--- src/rtl/bfu_pkg.sv ---
package bfu_pkg;
  localparam int unsigned FUNC_W = 6;

  localparam logic [FUNC_W-1:0] FN_EXTRACT    = 6'h3A;
  localparam logic [FUNC_W-1:0] FN_EXTRACT_HI = 6'h3B;
  localparam logic [FUNC_W-1:0] FN_DEPOSIT    = 6'h32;
  localparam logic [FUNC_W-1:0] FN_DEPOSIT_HI = 6'h33;

  typedef enum logic [1:0] {
    KIND_NONE    = 2'd0,
    KIND_EXTRACT = 2'd1,
    KIND_DEPOSIT = 2'd2
  } bf_kind_e;

  typedef struct packed {
    logic     valid;
    logic     high;
    bf_kind_e kind;
  } bf_decode_t;
endpackage

--- src/rtl/bfu_decode.sv ---
module bfu_decode
  import bfu_pkg::*;
(
  input  logic [FUNC_W-1:0] func_i,
  output bf_decode_t        dec_o
);
  always_comb begin
    dec_o = '{valid: 1'b0, high: 1'b0, kind: KIND_NONE};
    unique case (func_i)
      FN_EXTRACT:    dec_o = '{valid: 1'b1, high: 1'b0, kind: KIND_EXTRACT};
      FN_EXTRACT_HI: dec_o = '{valid: 1'b1, high: 1'b1, kind: KIND_EXTRACT};
      FN_DEPOSIT:    dec_o = '{valid: 1'b1, high: 1'b0, kind: KIND_DEPOSIT};
      FN_DEPOSIT_HI: dec_o = '{valid: 1'b1, high: 1'b1, kind: KIND_DEPOSIT};
      default:       dec_o = '{valid: 1'b0, high: 1'b0, kind: KIND_NONE};
    endcase
  end
endmodule

--- src/rtl/bfu_extract.sv ---
module bfu_extract #(
  parameter int unsigned DATA_W = 64,
  parameter int unsigned SH_W   = 6,
  parameter int unsigned LEN_W  = 6
) (
  input  logic [DATA_W-1:0] src_i,
  input  logic [SH_W-1:0]   pos_i,
  input  logic [LEN_W-1:0]  len_i,
  output logic [DATA_W-1:0] res_o
);
  // Shifting right arithmetically by pos keeps bit 63's sign when the field
  // is cut off at the top, so sign-extending from bit len-1 afterwards gives
  // the right result in both cases.
  function automatic logic [DATA_W-1:0] sext_field(
    input logic [DATA_W-1:0] src,
    input int                pos,
    input int                len
  );
    logic signed [DATA_W-1:0] t;
    t = $signed(src) >>> pos;
    t = t <<< (DATA_W - len);
    t = t >>> (DATA_W - len);
    return t;
  endfunction

  assign res_o = sext_field(src_i, int'(pos_i), int'(len_i));
endmodule

--- src/rtl/bfu_deposit.sv ---
module bfu_deposit #(
  parameter int unsigned DATA_W = 64,
  parameter int unsigned SH_W   = 6,
  parameter int unsigned LEN_W  = 6
) (
  input  logic [DATA_W-1:0] src_i,
  input  logic [SH_W-1:0]   pos_i,
  input  logic [LEN_W-1:0]  len_i,
  output logic [DATA_W-1:0] res_o
);
  function automatic logic [DATA_W-1:0] place_low(
    input logic [DATA_W-1:0] src,
    input int                pos,
    input int                len
  );
    logic [DATA_W-1:0] low_mask;
    low_mask = {DATA_W{1'b1}} >> (DATA_W - len);
    return (src & low_mask) << pos;
  endfunction

  assign res_o = place_low(src_i, int'(pos_i), int'(len_i));
endmodule

--- src/rtl/bitfield_unit.sv ---
module bitfield_unit
  import bfu_pkg::*;
#(
  parameter int unsigned DATA_W  = 64,
  parameter int unsigned POS_W   = 5,
  parameter int unsigned LENM1_W = 5,
  parameter bit          REG_OUT = 1'b1
) (
  input  logic                 clk,
  input  logic                 rst_n,
  input  logic [FUNC_W-1:0]    func_i,
  input  logic [DATA_W-1:0]    src_i,
  input  logic [POS_W-1:0]     pos_i,
  input  logic [LENM1_W-1:0]   lenm1_i,
  output logic [DATA_W-1:0]    result_o,
  output logic                 valid_o
);
  localparam int unsigned SH_W  = $clog2(DATA_W);
  localparam int unsigned LEN_W = LENM1_W + 1;
  localparam int unsigned HALF  = DATA_W / 2;

  bf_decode_t         dec;
  logic [SH_W-1:0]    pos_eff;
  logic [LEN_W-1:0]   fld_len;
  logic [DATA_W-1:0]  ext_res;
  logic [DATA_W-1:0]  dep_res;
  logic [DATA_W-1:0]  comb_result;
  logic               comb_valid;

  bfu_decode i_decode (
    .func_i (func_i),
    .dec_o  (dec)
  );

  assign pos_eff = dec.high ? SH_W'(pos_i) + SH_W'(HALF) : SH_W'(pos_i);
  assign fld_len = {1'b0, lenm1_i} + LEN_W'(1);

  bfu_extract #(.DATA_W(DATA_W), .SH_W(SH_W), .LEN_W(LEN_W)) i_extract (
    .src_i (src_i),
    .pos_i (pos_eff),
    .len_i (fld_len),
    .res_o (ext_res)
  );

  bfu_deposit #(.DATA_W(DATA_W), .SH_W(SH_W), .LEN_W(LEN_W)) i_deposit (
    .src_i (src_i),
    .pos_i (pos_eff),
    .len_i (fld_len),
    .res_o (dep_res)
  );

  always_comb begin
    unique case (dec.kind)
      KIND_EXTRACT: comb_result = ext_res;
      KIND_DEPOSIT: comb_result = dep_res;
      default:      comb_result = '0;
    endcase
  end
  assign comb_valid = dec.valid;

  generate
    if (REG_OUT) begin : g_reg
      always_ff @(posedge clk) begin
        if (!rst_n) begin
          result_o <= '0;
          valid_o  <= 1'b0;
        end else begin
          result_o <= comb_result;
          valid_o  <= comb_valid;
        end
      end

      // registered outputs follow the combinational result one edge later
      a_r9_one_cycle: assert property (@(posedge clk) disable iff (!rst_n)
        1'b1 |=> (result_o == $past(comb_result) && valid_o == $past(comb_valid)));

      // valid output only for one of the four function codes
      a_r1_valid_codes: assert property (@(posedge clk) disable iff (!rst_n)
        1'b1 |=> (!valid_o || $past(func_i) == FN_EXTRACT || $past(func_i) == FN_EXTRACT_HI
                  || $past(func_i) == FN_DEPOSIT || $past(func_i) == FN_DEPOSIT_HI));

      // an invalid result at the ports is always zero
      a_r8_invalid_zero: assert property (@(posedge clk) disable iff (!rst_n)
        !valid_o |-> result_o == '0);
    end else begin : g_comb
      assign result_o = comb_result;
      assign valid_o  = comb_valid;
    end
  endgenerate

  // Observation wires for the assertions below
  logic [DATA_W-1:0]        win_mask;
  logic [DATA_W-1:0]        low_mask;
  logic signed [DATA_W-1:0] ext_upper;
  assign low_mask  = {DATA_W{1'b1}} >> (DATA_W - int'(fld_len));
  assign win_mask  = low_mask << pos_eff;
  assign ext_upper = $signed(ext_res) >>> (int'(fld_len) - 1);

  // deposit leaves every bit outside the field window at zero
  a_r5_deposit_outside: assert property (@(posedge clk) disable iff (!rst_n)
    (dec.kind == KIND_DEPOSIT) |-> (dep_res & ~win_mask) == '0);

  // extract bits above the field top are copies of one sign
  a_r3_extract_sign: assert property (@(posedge clk) disable iff (!rst_n)
    (dec.kind == KIND_EXTRACT) |-> (ext_upper == '0 || ext_upper == '1));

  // extracted field bits that lie inside the word match the source
  a_r3_extract_field: assert property (@(posedge clk) disable iff (!rst_n)
    (dec.kind == KIND_EXTRACT) |->
      ((ext_res ^ (src_i >> pos_eff)) & low_mask & ({DATA_W{1'b1}} >> pos_eff)) == '0);
endmodule

--- config.mk ---
export PLATFORM = sky130hd
export DESIGN_NAME = bitfield_unit
export DESIGN_NICKNAME = d
export VERILOG_FILES = /design/src/rtl/bfu_pkg.sv /design/src/rtl/bfu_decode.sv /design/src/rtl/bfu_extract.sv /design/src/rtl/bfu_deposit.sv /design/src/rtl/bitfield_unit.sv
export SDC_FILE = /design/constraint.sdc
export NUM_CORES = 1
export LEC_CHECK = 0
export BUFFER_PORTS_ARGS = -buffer_cell sky130_fd_sc_hd__buf_2
export CAP_MARGIN = 20
export CORE_ASPECT_RATIO = 1.1
export CORE_UTILIZATION = 30
export CTS_CLUSTER_SIZE = 20
export DETAILED_ROUTE_END_ITERATION = 10
export GPL_TIMING_DRIVEN = 0
export PLACE_DENSITY = 0.48
export REMOVE_ABC_BUFFERS = 1
export SYNTH_ARGS = -nofsm -noshare
export SYNTH_HDL_FRONTEND = slang
export SYNTH_SLANG_ARGS = --single-unit
--- constraint.sdc ---
create_clock -name clk -period 4.9 [get_ports clk]
set_input_delay 0.245 -clock clk [delete_from_list [all_inputs] [get_ports clk]]
set_output_delay 0.245 -clock clk [all_outputs]
set_load 0.02 [all_outputs]
; After elaboration in Yosys (flattened, before gate mapping)
; Index checks and enable logic that the tools add are counted.
[word_totals]
ff_bits = 65
latch_bits = 0
ramBits = 0
romBits = 0
in_bits = 82
output_inout_bits = 65
elab_cells = 20
n_memories = 0
[op_classes]
n_addsub = 3
multipliers = 0
div = 0
magnitude_cmp = 0
eq_ne = 6
n_shift = 5
mux = 3
bitwise = 1
reduce_logical = 0
[op_table]
columns = operator, n
row1 = 64-bit one-hot mux with 2 select lines, 1
row2 = 64-bit AND, 1
row3 = 64-bit by 6-bit left shift with 64-bit output, 1
row4 = "64-bit by 32-bit right shift with 64-bit output, first input constant", 1
row5 = 64-bit by 32-bit <<< shifter with 64-bit output, 1
row6 = 64-bit by 32-bit >>> shifter with 64-bit output, 1
row7 = 64-bit by 6-bit >>> shifter with 64-bit output, 1
row8 = "6-bit equality test, second input constant", 4
row9 = 4-bit one-hot mux with 4 select lines, 1
row10 = "7-bit by 6-bit subtractor with 8-bit output, first input constant", 1
row11 = "5-bit by 1-bit adder with 6-bit output, second input constant", 1
row12 = "5-bit by 6-bit adder with 6-bit output, second input constant", 1
row13 = 6-bit 2-to-1 mux, 1
row14 = "2-bit by 1-bit equality test with 1-bit output, second input constant", 1
row15 = "2-bit equality test, second input constant", 1

; Longest topological paths before layout
[depth]
word_depth = 7
depth_mapped = 21

; Cells and area by module
; Synthesis repeated with hierarchy kept, for this count alone.
[unflattened]
hier_cells = 3718
area_unflattened_um2 = 25005.2
[modules_own_cells]
columns = mod, instances, cells_each, area_per_inst_um2
row1 = bfu_extract, 1, 2570, 16701.0
row2 = bfu_deposit, 1, 914, 5746.8
row3 = bitfield_unit, 1, 230, 2522.4
row4 = bfu_decode, 1, 4, 35.0

; Worst setup path before layout
; No wires, ideal clock.
[synth_timing]
path_kind = in2reg
start = input pos_i[1]
end = register result_o[18]
arrival_time_ns = 4.221
required_time_ns = 4.768
path_slack_ns = 0.547
cell_stages = 20
path_cell_list = buf_6 -> buf_12 -> buf_12 -> buf_12 -> buf_6 -> buf_4 -> buf_2 -> mux2_2 -> o22ai_1 -> nor3_1 -> nor4_4 -> o32ai_1 -> a2111oi_0 -> nor3_1 -> a221oi_1 -> o22ai_1 -> or2_2 -> a222oi_1 -> a31o_2 -> a21oi_1
[synth_via]
elab_chain_cells = 6
[synth_lines]
columns = element, line
row1 = from (decl), bitfield_unit.sv:13  ; input logic [POS_W-1:0] pos_i,
row2 = 5-bit by 6-bit adder with 6-bit output, bitfield_unit.sv:35  ; assign pos_eff = dec.high ? SH_W'(pos_i) + SH_W'(HALF) : SH_W'(pos_i);
row3 = 6-bit 2-to-1 mux *, bitfield_unit.sv:35
row4 = 64-bit by 6-bit >>> shifter with 64-bit output, bfu_extract.sv:20  ; t = $signed(src) >>> pos;
row5 = 64-bit by 32-bit <<< shifter with 64-bit output, bfu_extract.sv:21  ; t = t <<< (DATA_W - len);
row6 = 64-bit by 32-bit >>> shifter with 64-bit output, bfu_extract.sv:22  ; t = t >>> (DATA_W - len);
row7 = 64-bit one-hot mux with 2 select lines *, bitfield_unit.sv:53  ; unique case (dec.kind)
row8 = to (signal assigned), bitfield_unit.sv:68  ; result_o <= comb_result;
row9 = to (decl), bitfield_unit.sv:15  ; output logic [DATA_W-1:0] result_o,
; Mark *: on every way between the ends. The rest lies on a longest branch, timed or not.
; A chain may end at the register's enable or synchronous reset.

; Worst setup path in the final report
[layout_timing]
start = input pos_i[0]
end = register result_o[16]
; The elaborated chain is that of the path after synthesis.

==> results.tsv <==
stage	metric	value	unit
power	p_total	0.00334	W
clock_tree	clkSinkCount	65	
detailed_routing	viasPerCell	7.04	
timing	post-route-period-util	99.9	%
finish	num_antenna_cells	0	
finish	utilization	35.5	%
hold_path	hp-class	in -> reg	
detailed_routing	ant_nets	0	
synth	synth-async-reset-ratio	0	%
die	die_area	0.0490	sq mm
global_route	grt_max_degree	79	
clock_tree	clockBufferDepth	2	
clock_tree	clk_pin_slew	0.06	ns
synth	synth_warnings	0	
setup_path	crit_slowest_cell	mux4_2	
power	vdd_drop_max	0.197	mV
detailed_routing	wl_per_cell	33.9	um
setup_path	path_delay_family	compound AO/OA/AOI/OAI gates	
global_route	grt_pass1_wl	128000	um
die	die_h	232	um
outcome	status	complete, no violations	
setup_path	critPathMaxFanout	43	
power	leakagePower	5.98	nW
synth	yosysMostFrequentCell	nand2_1	
detailed_routing	drt_iter0_markers	2310	
global_route	overflow	0	
setup_path	critPathKind	in -> reg	
finish	nFillCells	5088	
setup_path	slowest_delay	0.70	ns
finish	area_growth_syn_to_layout	15.8	%
timing	finalWorstSetupSlack	0.00392	ns
global_route	grt_pass1_vias	17582	
synth	yosys-top-cells-area	mux4_2, mux2i_1, dfxtp_1	
place	dp_hpwl	68400	um
die	row_count	83	
synth	synthFlopType	dfxtp_1	
die	io_pins	147	
global_route	track_usage	35.6	%
clock_tree	ctsRootBufferMaster	clkbuf_16	
synth	yosysTopAreaCellShare	11.2	%
synth	synth_common_cells	nand2_1, nor2_1, a21oi_1	
synth	synth-seq-cells	65	
timing	hold_ws	0.185	ns
synth	synthCells	1985	
die	core_area	0.0470	sq mm
timing	rsz0062_at_grt	true	
setup_path	crit_required	5.14	ns
setup_path	crit_cells	15	
die	die_x	211	um
finish	nets	2092	
hold_path	hold_depth	2	
setup_path	endpoint_kind	flop	
synth	synth.cell_area	0.0144	sq mm
synth	yosysUniqueCellTypes	87	
timing	hold_viol_final	0	
synth	synth-seq-area-share	9.02	%
finish	drive_above_1_share	23.4	%
timing	setup_violations	0	
setup_path	critPathLaunchType	input port	
place	preCtsSetupSlack	-1.28	ns
synth	avgSynthCellArea	7.27	sq um
die	start_util	30.7	%
timing	min_period	4.90	ns
global_route	antenna_found_initial	0	
detailed_routing	totalWireLength	89800	um
place	place_congestion	1.02	
synth	synth_edf_count	0	
clock_tree	cts_tree	done	
timing	slew_violations	0	
detailed_routing	dr_total_vias	18646	
clock_tree	ctsHtreeMaxLevel	3	
clock_tree	cts_buffers	9	
detailed_routing	first_pass_iters	6	
place	port_buffers	146	
timing	tightest_slew	1.20	ns
detailed_routing	drt_drc_violations_left	0	
timing	max_freq	204	MHz
timing	max-slew-margin-rel	19.4	%
synth	synth_top_area_cell	mux4_2	
setup_path	arrival	5.14	ns
setup_path	critPathBufInv	3	
setup_path	crit_chain	buf_6 > buf_16 > inv_8 > mux4_2 > a22oi_1 > a211oi_1 > nor4_2 > a21oi_1 > or4_1 > o211a_1 > or2_2 > o22ai_1 > a221o_1 > o21ai_0 > a21boi_1	
flow_run	maxCapViolations	0	
power	powerDensity	200	mW/mm^2
[per-layer routing]
layer | GRT usage [%] | routed length (um) | vias up
met1 | 44.3 | 35100 | 9112
met4 | 24.5 | 7450 | 0
li1 | - | - | 7937
met5 | 0 | 0 | -
met2 | 57.1 | 40000 | 1259
met3 | 4.53 | 7210 | 338
[registers in the layout, summed over array words and instances (netlist names)]
| signal | flops |
|---|---|
| result_o | 64 |
| valid_o | 1 |
[cell type report]
type | count | area (sq um) | area share, %
inverter | 19 | 103 | 0.614
timing repair buffer | 194 | 1500 | 8.96
multi-input combinational | 1717 | 12600 | 75.7
tap | 637 | 797 | 4.77
clock buffer | 10 | 239 | 1.43
timing repair inverter | 1 | 7.51 | 0.0449
sequential | 65 | 1300 | 7.79
clock inverter | 6 | 115 | 0.689
[cell families after synthesis]
group | share of synthesized area, %
flops | 9.02
simple gates | 23.2
fa+ha+maj | 0.260
mux | 25.9
compound gates | 35.3
buf+inv | 6.34
[report_power, final]
part | internal, W | switching, W
Clock | 0.000512 | 0.000232
Combinational | 0.000680 | 0.00139
Sequential | 0.000530 | 0.000000144
[placed cells by master (no fill, tap or decap), types with 17 or more instances in the layout]
cell	count
a211oi_1	32
a21oi_1	145
a221oi_1	17
a22oi_1	35
a31oi_1	25
and2_1	32
and3_1	18
buf_2	136
buf_4	31
dfxtp_1	65
mux2_2	67
mux2i_1	127
mux4_2	72
nand2_1	208
nand3_1	69
nand4_1	29
nor2_1	172
nor3_1	51
o211ai_1	26
o21ai_0	118
o22ai_1	70
[through the flow]
| step | area [sq um] | instances | TNS, ns |
|---|---|---|---|
| 4_1_cts | 16300 | 2629 | -0.0624 |
| 2_1_floorplan | 13600 | 1801 | -0.511 |
| 3_5_place_dp | 15600 | 2604 | -68.86 |
| 3_3_place_gp | 15100 | 2584 | -228.86 |
| 5_1_grt | 16700 | 2649 | -0.122 |
| 6_report | 16700 | 2649 | 0 |
[worst paths after layout]
| check | end | slack (ns) | from |
|---|---|---|---|
| setup / recovery | result_o[16] | 0.004 | pos_i[0] |
| hold / removal | valid_o | 0.18 | rst_n |
[what timing repair did]
item                       in CTS  in global routing
gates resized for setup        67                 50
hold endpoints to repair        0                  0
setup endpoints to repair      63                 29
buffers inserted                6                 18
pin swaps                       6                  5
gates cloned                    3                  2
hold buffers                    0                  0
Note: power is estimated with default switching activity, not from simulation.
